<file path="src/rtl/dmac_pkg.sv">
package dmac_pkg;

  localparam int unsigned NCH    = 4;
  localparam int unsigned CHW    = $clog2(NCH);
  localparam int unsigned REG_W  = 16;
  localparam int unsigned BYTE_W = 8;

  typedef enum logic [1:0] {
    XT_VERIFY  = 2'd0,
    XT_WRITE   = 2'd1,
    XT_READ    = 2'd2,
    XT_INVALID = 2'd3
  } xfer_type_e;

  typedef enum logic [1:0] {
    OPM_DEMAND  = 2'd0,
    OPM_SINGLE  = 2'd1,
    OPM_BLOCK   = 2'd2,
    OPM_CASCADE = 2'd3
  } op_mode_e;

  // Field order follows the mode byte, bits 7:2.
  typedef struct packed {
    op_mode_e   opm;
    logic       dec;
    logic       autoinit;
    xfer_type_e xt;
  } mode_t;

  function automatic logic [REG_W-1:0] byte_merge(input logic [REG_W-1:0] w,
                                                  input logic hi,
                                                  input logic [BYTE_W-1:0] b);
    return hi ? {b, w[BYTE_W-1:0]} : {w[REG_W-1:BYTE_W], b};
  endfunction

  function automatic logic [BYTE_W-1:0] byte_pick(input logic [REG_W-1:0] w,
                                                  input logic hi);
    return hi ? w[REG_W-1:BYTE_W] : w[BYTE_W-1:0];
  endfunction

  function automatic logic [REG_W-1:0] step_addr(input logic [REG_W-1:0] a,
                                                 input logic dec);
    return dec ? a - 1'b1 : a + 1'b1;
  endfunction

  function automatic logic count_wraps(input logic [REG_W-1:0] c);
    return c == '0;
  endfunction

endpackage

</file>
<file path="src/rtl/dmac_byteptr.sv">
module dmac_byteptr (
  input  logic clk,
  input  logic rst,
  input  logic clr,
  input  logic flip,
  output logic ptr_hi
);

  always_ff @(posedge clk) begin
    if (rst || clr) ptr_hi <= 1'b0;
    else if (flip)  ptr_hi <= ~ptr_hi;
  end

endmodule

</file>
<file path="src/rtl/dmac_chan.sv">
module dmac_chan
  import dmac_pkg::*;
(
  input  logic              clk,
  input  logic              rst,
  input  logic              mclr,
  input  logic              ld_addr,
  input  logic              ld_cnt,
  input  logic              ld_hi,
  input  logic [BYTE_W-1:0] wbyte,
  input  logic              mode_we,
  input  mode_t             mode_d,
  input  logic              mask_we,
  input  logic              mask_d,
  input  logic              mask_all_clr,
  input  logic              req_we,
  input  logic              req_d,
  input  logic              tc_clr,
  input  logic              step,
  output logic [REG_W-1:0]  cur_addr,
  output logic [REG_W-1:0]  cur_cnt,
  output mode_t             mode_q,
  output logic              mask_q,
  output logic              req_q,
  output logic              tc_q,
  output logic              tc_hit
);

  logic [REG_W-1:0] base_addr, base_cnt;
  logic [REG_W-1:0] addr_wr, cnt_wr;
  logic             reload;

  assign addr_wr = byte_merge(cur_addr, ld_hi, wbyte);
  assign cnt_wr  = byte_merge(cur_cnt, ld_hi, wbyte);
  assign tc_hit  = step && count_wraps(cur_cnt);
  assign reload  = tc_hit && mode_q.autoinit;

  always_ff @(posedge clk) begin
    if (rst) begin
      cur_addr  <= '0;
      cur_cnt   <= '0;
      base_addr <= '0;
      base_cnt  <= '0;
    end else begin
      if (ld_addr) begin
        cur_addr  <= addr_wr;
        base_addr <= addr_wr;
      end else if (reload) begin
        cur_addr <= base_addr;
      end else if (step) begin
        cur_addr <= step_addr(cur_addr, mode_q.dec);
      end
      if (ld_cnt) begin
        cur_cnt  <= cnt_wr;
        base_cnt <= cnt_wr;
      end else if (reload) begin
        cur_cnt <= base_cnt;
      end else if (step) begin
        cur_cnt <= cur_cnt - 1'b1;
      end
    end
  end

  always_ff @(posedge clk) begin
    if (rst)          mode_q <= '0;
    else if (mode_we) mode_q <= mode_d;
  end

  always_ff @(posedge clk) begin
    if (rst || mclr) begin
      mask_q <= 1'b1;
      req_q  <= 1'b0;
      tc_q   <= 1'b1;
    end else begin
      if (mask_all_clr) mask_q <= 1'b0;
      else if (mask_we) mask_q <= mask_d;
      if (req_we)       req_q  <= req_d;
      if (tc_hit)       tc_q   <= 1'b1;
      else if (tc_clr)  tc_q   <= 1'b0;
    end
  end

endmodule

</file>
<file path="src/rtl/dmac_core.sv">
module dmac_core
  import dmac_pkg::*;
(
  input  logic              clk,
  input  logic              rst,
  input  logic              cpu_wr,
  input  logic              cpu_rd,
  input  logic [2:0]        cpu_ofs,
  input  logic [BYTE_W-1:0] cpu_wdata,
  output logic [BYTE_W-1:0] cpu_rdata,
  input  logic              cmd_wr,
  input  logic              mode_wr,
  input  logic              smask_wr,
  input  logic              amask_wr,
  input  logic              req_wr,
  input  logic              stat_rd,
  input  logic              mclr,
  input  logic              ptr_clr,
  input  logic              mask_clr,
  input  logic              xfer_req,
  input  logic [CHW-1:0]    xfer_chan,
  input  logic              xfer_is_wr,
  output logic [REG_W-1:0]  xfer_addr,
  output logic              xfer_na,
  output logic [BYTE_W-1:0] ctrl_cmd,
  output logic [NCH-1:0]    chan_mask,
  output logic [2*NCH-1:0]  chan_opm
);

  logic [CHW-1:0]   cpu_ch;
  logic             cpu_is_cnt;
  logic             ptr_hi;
  logic             reg_strobe;
  logic             type_ok;
  logic             xfer_accept;
  logic [REG_W-1:0] ch_addr [NCH];
  logic [REG_W-1:0] ch_cnt  [NCH];
  mode_t            ch_mode [NCH];
  logic [NCH-1:0]   req_vec, tc_vec, tc_hit_vec;
  logic [REG_W-1:0] sel_word;
  logic [BYTE_W-1:0] stat_byte;

  assign cpu_ch     = cpu_ofs[2:1];
  assign cpu_is_cnt = cpu_ofs[0];

  assign reg_strobe = cpu_wr | cmd_wr | mode_wr | smask_wr | amask_wr |
                      req_wr | mclr | ptr_clr | mask_clr;

  dmac_byteptr ptr_i (
    .clk    (clk),
    .rst    (rst),
    .clr    (ptr_clr | mclr),
    .flip   (cpu_wr | cpu_rd),
    .ptr_hi (ptr_hi)
  );

  always_comb begin
    if (xfer_is_wr) type_ok = (ch_mode[xfer_chan].xt == XT_WRITE);
    else            type_ok = (ch_mode[xfer_chan].xt == XT_READ);
  end

  assign xfer_accept = xfer_req && !reg_strobe && type_ok;
  assign xfer_na     = !xfer_accept;
  assign xfer_addr   = xfer_accept ? ch_addr[xfer_chan] : '0;

  for (genvar i = 0; i < NCH; i++) begin : g_ch
    logic sel_cpu, sel_mode, mask_we, mask_d;

    assign sel_cpu  = cpu_wr && (cpu_ch == CHW'(i));
    assign sel_mode = cpu_wdata[CHW-1:0] == CHW'(i);
    assign mask_we  = amask_wr | (smask_wr & sel_mode);
    assign mask_d   = amask_wr ? cpu_wdata[i] : cpu_wdata[2];

    dmac_chan ch_i (
      .clk          (clk),
      .rst          (rst),
      .mclr         (mclr),
      .ld_addr      (sel_cpu && !cpu_is_cnt),
      .ld_cnt       (sel_cpu && cpu_is_cnt),
      .ld_hi        (ptr_hi),
      .wbyte        (cpu_wdata),
      .mode_we      (mode_wr && sel_mode),
      .mode_d       (mode_t'(cpu_wdata[BYTE_W-1:2])),
      .mask_we      (mask_we),
      .mask_d       (mask_d),
      .mask_all_clr (mask_clr),
      .req_we       (req_wr && sel_mode),
      .req_d        (cpu_wdata[2]),
      .tc_clr       (stat_rd),
      .step         (xfer_accept && (xfer_chan == CHW'(i))),
      .cur_addr     (ch_addr[i]),
      .cur_cnt      (ch_cnt[i]),
      .mode_q       (ch_mode[i]),
      .mask_q       (chan_mask[i]),
      .req_q        (req_vec[i]),
      .tc_q         (tc_vec[i]),
      .tc_hit       (tc_hit_vec[i])
    );

    assign chan_opm[2*i +: 2] = ch_mode[i].opm;
  end

  always_ff @(posedge clk) begin
    if (rst)         ctrl_cmd <= '0;
    else if (cmd_wr) ctrl_cmd <= cpu_wdata;
  end

  assign sel_word  = cpu_is_cnt ? ch_cnt[cpu_ch] : ch_addr[cpu_ch];
  assign stat_byte = {req_vec, tc_vec};

  always_comb begin
    if (stat_rd)     cpu_rdata = stat_byte;
    else if (cpu_rd) cpu_rdata = byte_pick(sel_word, ptr_hi);
    else             cpu_rdata = '0;
  end

endmodule

</file>
<file path="config.mk">
export PLATFORM = sky130hd
export DESIGN_NAME = dmac_core
export DESIGN_NICKNAME = d
export VERILOG_FILES = /design/src/rtl/dmac_pkg.sv /design/src/rtl/dmac_byteptr.sv /design/src/rtl/dmac_chan.sv /design/src/rtl/dmac_core.sv
export SDC_FILE = /design/constraint.sdc
export NUM_CORES = 1
export LEC_CHECK = 0
export BUFFER_PORTS_ARGS = -buffer_cell sky130_fd_sc_hd__clkbuf_2
export CORE_ASPECT_RATIO = 0.9
export CORE_MARGIN = 2
export CORE_UTILIZATION = 45
export CTS_BUF_LIST = sky130_fd_sc_hd__clkbuf_8
export CTS_CLUSTER_SIZE = 8
export DETAILED_ROUTE_END_ITERATION = 12
export SYNTH_ARGS = -nofsm -noshare
export SYNTH_HDL_FRONTEND = slang
export SYNTH_SLANG_ARGS = --single-unit
</file>
<file path="constraint.sdc">
create_clock -name clk -period 4.4 [get_ports clk]
set_clock_uncertainty 0.15 [all_clocks]
set_input_delay 0.22 -clock clk [delete_from_list [all_inputs] [get_ports clk]]
set_output_delay 0.22 -clock clk [all_outputs]
set_load 0.01 [all_outputs]
</file>
; Word level (Yosys, flattened, before mapping)
; Cells that the tools add are included.
[totals]
regBits = 301
out_inout_bits = 45
in_bits = 28
elab_cells = 219
[op_classes]
n_reduce_logical = 62
n_addsub = 12
n_bitwise = 21
magnitude_cmp = 2
muxes = 65
n_eq_ne = 11
[ops]
columns = cell, count
row1 = 16-bit two-way mux, 44
row2 = "16-bit by 1-bit subtractor with 16-bit output, second input constant", 8
row3 = 16-bit binary-select mux with 2-bit select, 3
row4 = "16-bit by 1-bit adder with 16-bit output, second input constant", 4
row5 = 16-bit logical NOT, 4
row6 = 1-bit logical AND, 34
row7 = 8-bit two-way mux, 3
row8 = 3-bit nonzero test, 8
row9 = "2-bit equality test, second input constant", 7
row10 = 1-bit bitwise OR, 14
row11 = 6-bit binary-select mux with 2-bit select, 1
row12 = 1-bit two-way mux, 12
row13 = "2-bit by 1-bit equality test with 1-bit output, second input constant", 4
row14 = 2-bit nonzero test, 4
row15 = 2-bit OR reduction, 4
row16 = "3-bit greater-or-equal comparator, second input constant", 2
row17 = 2-bit logical NOT, 3
row18 = 2-bit inverter with 3-bit output, 2
row19 = 1-bit AND, 4
row20 = 2-bit two-way mux, 2
row21 = 1-bit logical NOT, 3
row22 = 1-bit logical OR, 2
row23 = 1-bit inverter, 1

; Longest topological paths before layout
[logic_depth]
depth_word = 16
depth_mapped = 13
mapped_depth_nobuf = 11

; Cells and area by module
; A second synthesis with hierarchy kept.
[unflattened]
hier_cells = 2348
hier_area_um2 = 19464.9
[modules_own_cells]
columns = mod, area_per_inst_um2, n_inst, cells_each, seq_area_each_um2
row1 = dmac_chan (g_ch[0].ch_i), 4398.0, 1, 549, 1461.4
row2 = dmac_chan (g_ch[1].ch_i), 4287.9, 1, 521, 1461.4
row3 = dmac_chan (g_ch[3].ch_i), 4244.1, 1, 514, 1461.4
row4 = dmac_chan (g_ch[2].ch_i), 4224.1, 1, 520, 1461.4
row5 = dmac_core, 2272.2, 1, 241, 160.2
row6 = dmac_byteptr, 38.8, 1, 3, 20.0

; Worst setup path before layout
; No wires, ideal clock.
[synth_path]
path_type = flip-flop to flip-flop
startpoint = register g_ch[3].ch_i.mode_q[3] (netlist bit)
endpoint = register g_ch[3].ch_i.cur_addr[14]
path_buffers = 0
setup_slack_ns = 1.400
period_less_slack_ns = 3.000
setup_time_ns = 0.135
arrival_ns = 2.716
required_time_ns = 4.115
path_stages_with_launch = 11
path_cell_list = dfxtp_1 -> ha_1 -> nor2b_1 -> o21ai_0 -> a21boi_0 -> o41ai_1 -> o21ai_0 -> a2111oi_0 -> o21a_1 -> xnor2_1 -> o21ai_0
[synth_between]
elab_chain_cells = 4
[synth_rtl]
columns = element, line_no
row1 = "start, declared", dmac_chan.sv:22  ; output mode_t mode_q,
row2 = "start signal, assigned", dmac_chan.sv:66  ; else if (mode_we) mode_q <= mode_d;
row3 = 16-bit two-way mux, dmac_pkg.sv:43  ; return dec ? a - 1'b1 : a + 1'b1;
row4 = 16-bit two-way mux, dmac_chan.sv:50  ; end else if (step) begin
row5 = 16-bit two-way mux, dmac_chan.sv:48  ; end else if (reload) begin
row6 = 16-bit two-way mux, dmac_chan.sv:45  ; if (ld_addr) begin
row7 = "end signal, assigned", dmac_chan.sv:46  ; cur_addr <= addr_wr;
row8 = "end signal, assigned", dmac_chan.sv:49  ; cur_addr <= base_addr;
row9 = "end signal, assigned", dmac_chan.sv:51  ; cur_addr <= step_addr(cur_addr, mode_q.dec);
row10 = "end, declared", dmac_chan.sv:20  ; output logic [REG_W-1:0] cur_addr,
; No other way between the ends. The select of a mux whose other input is x is not followed.
; A chain may end at the register's enable or synchronous reset.

; Worst setup path in the final report
[layout_path]
startpoint = register g_ch[1].ch_i.mode_q[1] (netlist bit)
endpoint = output port xfer_addr[7]
[layout_between]
elab_chain_cells = 7
elab_cells_between_ends = 8
cone_classes = 2 x eq/ne / 5 x mux / 1 x reduce/logical
[layout_rtl]
columns = element, line_no
row1 = "start, declared", dmac_chan.sv:22
row2 = "start signal, assigned", dmac_chan.sv:66
row3 = 6-bit binary-select mux with 2-bit select *, "dmac_core.sv:58, dmac_core.sv:59"
row4 = 2-bit two-way mux (not written as such) * (2 in series), "dmac_core.sv:58, dmac_core.sv:59"
row5 = 2-bit equality test / 2-bit by 1-bit equality test with 1-bit output (equally long branches), "dmac_core.sv:59, dmac_core.sv:58"
row6 = 1-bit two-way mux *, dmac_core.sv:58  ; if (xfer_is_wr) type_ok = (ch_mode[xfer_chan].xt == XT_WRITE);
row7 = 1-bit logical AND *, dmac_core.sv:62  ; assign xfer_accept = xfer_req && !reg_strobe && type_ok;
row8 = 16-bit two-way mux *, dmac_core.sv:64  ; assign xfer_addr = xfer_accept ? ch_addr[xfer_chan] : '0;
row9 = "end, declared", dmac_core.sv:23  ; output logic [REG_W-1:0] xfer_addr,
; Every way passes the cells marked *; elsewhere a longest branch is shown, timed or not. The select of a mux whose other input is x is not followed.

==> results.yml <==
sta:
  worst_slew_pin_slew_ns: 1.08
  rsz0062_at_grt: "no"
  tns_ns: 0
  setup_viol: 0
  finalCritPeriodShare: 0.849
  hold_viol: 0
  drv_slew: 0
  fin_crit_ns: 3.73
  relSlewSlack: 0.279
  fmax_mhz: 268
  setup_slack_ns: 0.666
cells_and_area:
  final_util: 0.508
  final_cell_mix: "326 x nor2_1, 300 x dfxtp_1, 241 x nand2_1"
  area_delta_synth_final_pct: 11.1
  fillCellCount: 3944
  drive_above_1_share: 0.126
  nets: 2459
  final_common_cell: "nor2_1"
floorplanning:
  dieWidth_um: 219
  start_util: 0.458
  die_area_um2: 43100
  dieHeight_um: 197
  num_rows: 70
  core_area_um2: 40800
  ios: 73
global_route:
  grt_pass1_wl_mm: 108
  grt_pass1_vias: 17400
  grt_max_degree: 124
  track_usage: 0.330
  gr-total-overflow: 0
  antenna_found_initial: 1
place:
  dp_slack_ns: 0.952
  routabilityCongestion: 0.956
  io_buffers: 72
  dp_hpwl_mm: 49.1
routing:
  drtIter0Drc: 2030
  routed_wl_mm: 72.0
  first_pass_iters: 6
  wl_per_cell_um: 24.4
  via_count: 18900
  antenna_left: 0
  via_per_inst: 6.41
  drc_errors: 0
yosys:
  ys_seq_elements: 301
  synth_enable_flop_cells: 0
  synth_area_um2: 18700
  synth_ff_type: "dfxtp_1"
  syn_avg_cell_area_um2: 7.92
  syn_inst: 2358
  async_flop_share: 0
  yosysWarnings: 0
  synth_seq_area_share: 0.323
  syn-num-nets: 2450
  yosys.cell_types.count: 74
setup_path:
  crit_top_cell: "nand2b_1"
  r2r-start: "g_ch[2].ch_i.mode_q[3]$_SDFFE_PP0P_"
  cp_cell_sequence: "nand2b_1 > o21ai_0 > inv_1 > mux4_2 > nand2b_1 > nor2b_1 > clkbuf_2"
  cp.required_ns: 4.03
  critPathSlowestCell: "nand2b_1"
  cpPeakStageDelay_ns: 0.67
  path_class: "reg2out"
  critPathLaunchType: "flip-flop"
  critPathArrivalTime_ns: 3.36
  crit_buf_inv: 2
  worstSetupEndpointType: "primary output"
  r2r_cells: 9
  cpLargestDelayFamily: "simple AND/OR/NAND/NOR gates"
  crit_cells: 7
  crit_start: "g_ch[1].ch_i.mode_q[1]$_SDFFE_PP0P_"
  crit_fanout: 18
clocking:
  clockBufferDepth: 3
  htreeDepth: 2
  cts_tree: "built"
  clk_pin_slew_ns: 0.06
  cts_buffers: 54
  cts_sinks: 301
  clockRootBuffer: "clkbuf_8"
  cts_resized: 0
  clk-insertion-delay-late_ns: 0.67
  cts_setup_buffers: 0
power:
  ir_worst_vdd_mv: 0.207
  power_density_nw_per_um2: 318
  power.leakage_uw: 0.00774
  finalPower_uw: 6600
worst_hold_path:
  min-delay-start: "cpu_wdata[1]"
  min_path_type: "in2reg"
  min_path_cells: 3
run_status:
  status: "finished clean"
run:
  maxCapViolCount: 0
==> metal layers <==
metal	GRT usage	wire length (um)
met1	0.455	30600
met2	0.492	30600
met3	0.0725	7360
met4	0.151	3520
met5	0	0
==> report_power, final <==
group	internal [uW]	switching, uW
registers	2810	103
clock network	1480	1310
logic	327	571
==> path summary, 6_finish.rpt <==
kind / end / slack, ns
worst max-delay path: xfer_addr[7] / 0.67
worst min-delay path: g_ch[0].ch_i.cur_addr[9]$_SDFFE_PP0P_ / 0.08
worst max register to register: g_ch[2].ch_i.cur_addr[15]$_SDFFE_PP0P_ / 0.84
worst min register to register: g_ch[1].ch_i.mode_q[4]$_SDFFE_PP0P_ / 0.30
==> cell type report <==
cell class	count	area, um2	share of cell area
multi-input combinational	1816	11700	0.565
sequential	301	6030	0.291
clock inverter	31	204	0.00983
inverter	41	154	0.00742
antenna	3	7.51	0.000362
timing repair buffer	153	1050	0.0506
tap	540	676	0.0326
clock buffer	66	908	0.0438
==> worst register-to-register path, stage by stage, from the launching register on <==
cell and delay, ns:
dfxtp_1 0.81, ha_1 0.45, a2111o_1 0.45, o211ai_1 0.28, a2111oi_0 0.21, a2111oi_0 0.54
nor3_1 0.16, xnor2_1 0.19, nand3b_1 0.13, nand3_1 0.07
==> sequential cells by signal, summed over array words and instances (netlist names) <==
name	count
g_ch.ch_i.mask_q	4
g_ch.ch_i.tc_q	4
g_ch.ch_i.base_cnt	64
g_ch.ch_i.mode_q	24
ptr_i.ptr_hi	1
g_ch.ch_i.base_addr	64
ctrl_cmd	8
g_ch.ch_i.cur_addr	64
g_ch.ch_i.req_q	4
g_ch.ch_i.cur_cnt	64
==> Yosys cell counts (41+ instances only) <==
cell type / instances / share of area
nor2_1: 333 / 0.067
inv_1: 41 / 0.0082
o21ai_0: 130 / 0.035
a211oi_1: 95 / 0.038
nand3_1: 45 / 0.012
ha_1: 60 / 0.040
dfxtp_1: 301 / 0.32
a311oi_1: 50 / 0.023
nor3_1: 114 / 0.031
nand2_1: 241 / 0.048
a31oi_1: 48 / 0.016
a21oi_1: 181 / 0.049
mux4_2: 56 / 0.068
clkbuf_1: 148 / 0.030
==> repair_timing <==
item,in CTS,in global routing
hold buffers,19,0
setup endpoints to repair,0,0
hold endpoints to repair,43,0
==> logic make-up (layout without fill, tap and decap cells) <==
family                     Yosys count  in the layout  share of synthesized area
AOI/OAI and AO/OA                  703            703                      0.247
xor gates and xnor gates            65             65                     0.0305
adders and majority gates           64             64                     0.0445
buffers and inverters              241            291                     0.0529
DFF                                301            301                      0.323
muxes                               83             83                     0.0829
other                                0              3                          0
and+or+nand+nor                    901            901                      0.220
==> per-stage QoR <==
stage | cells | hold WS (ns) | area (um2)
after floorplan | 2358 | 0.148 | 18700
after global placement | 2832 | 0.283 | 19400
after detailed placement | 2832 | 0.290 | 19400
after CTS | 2948 | 0.0350 | 20700
after global routing | 2949 | 0.00355 | 20700
final | 2951 | 0.0774 | 20700
Note: power is estimated with default switching activity, not from simulation.
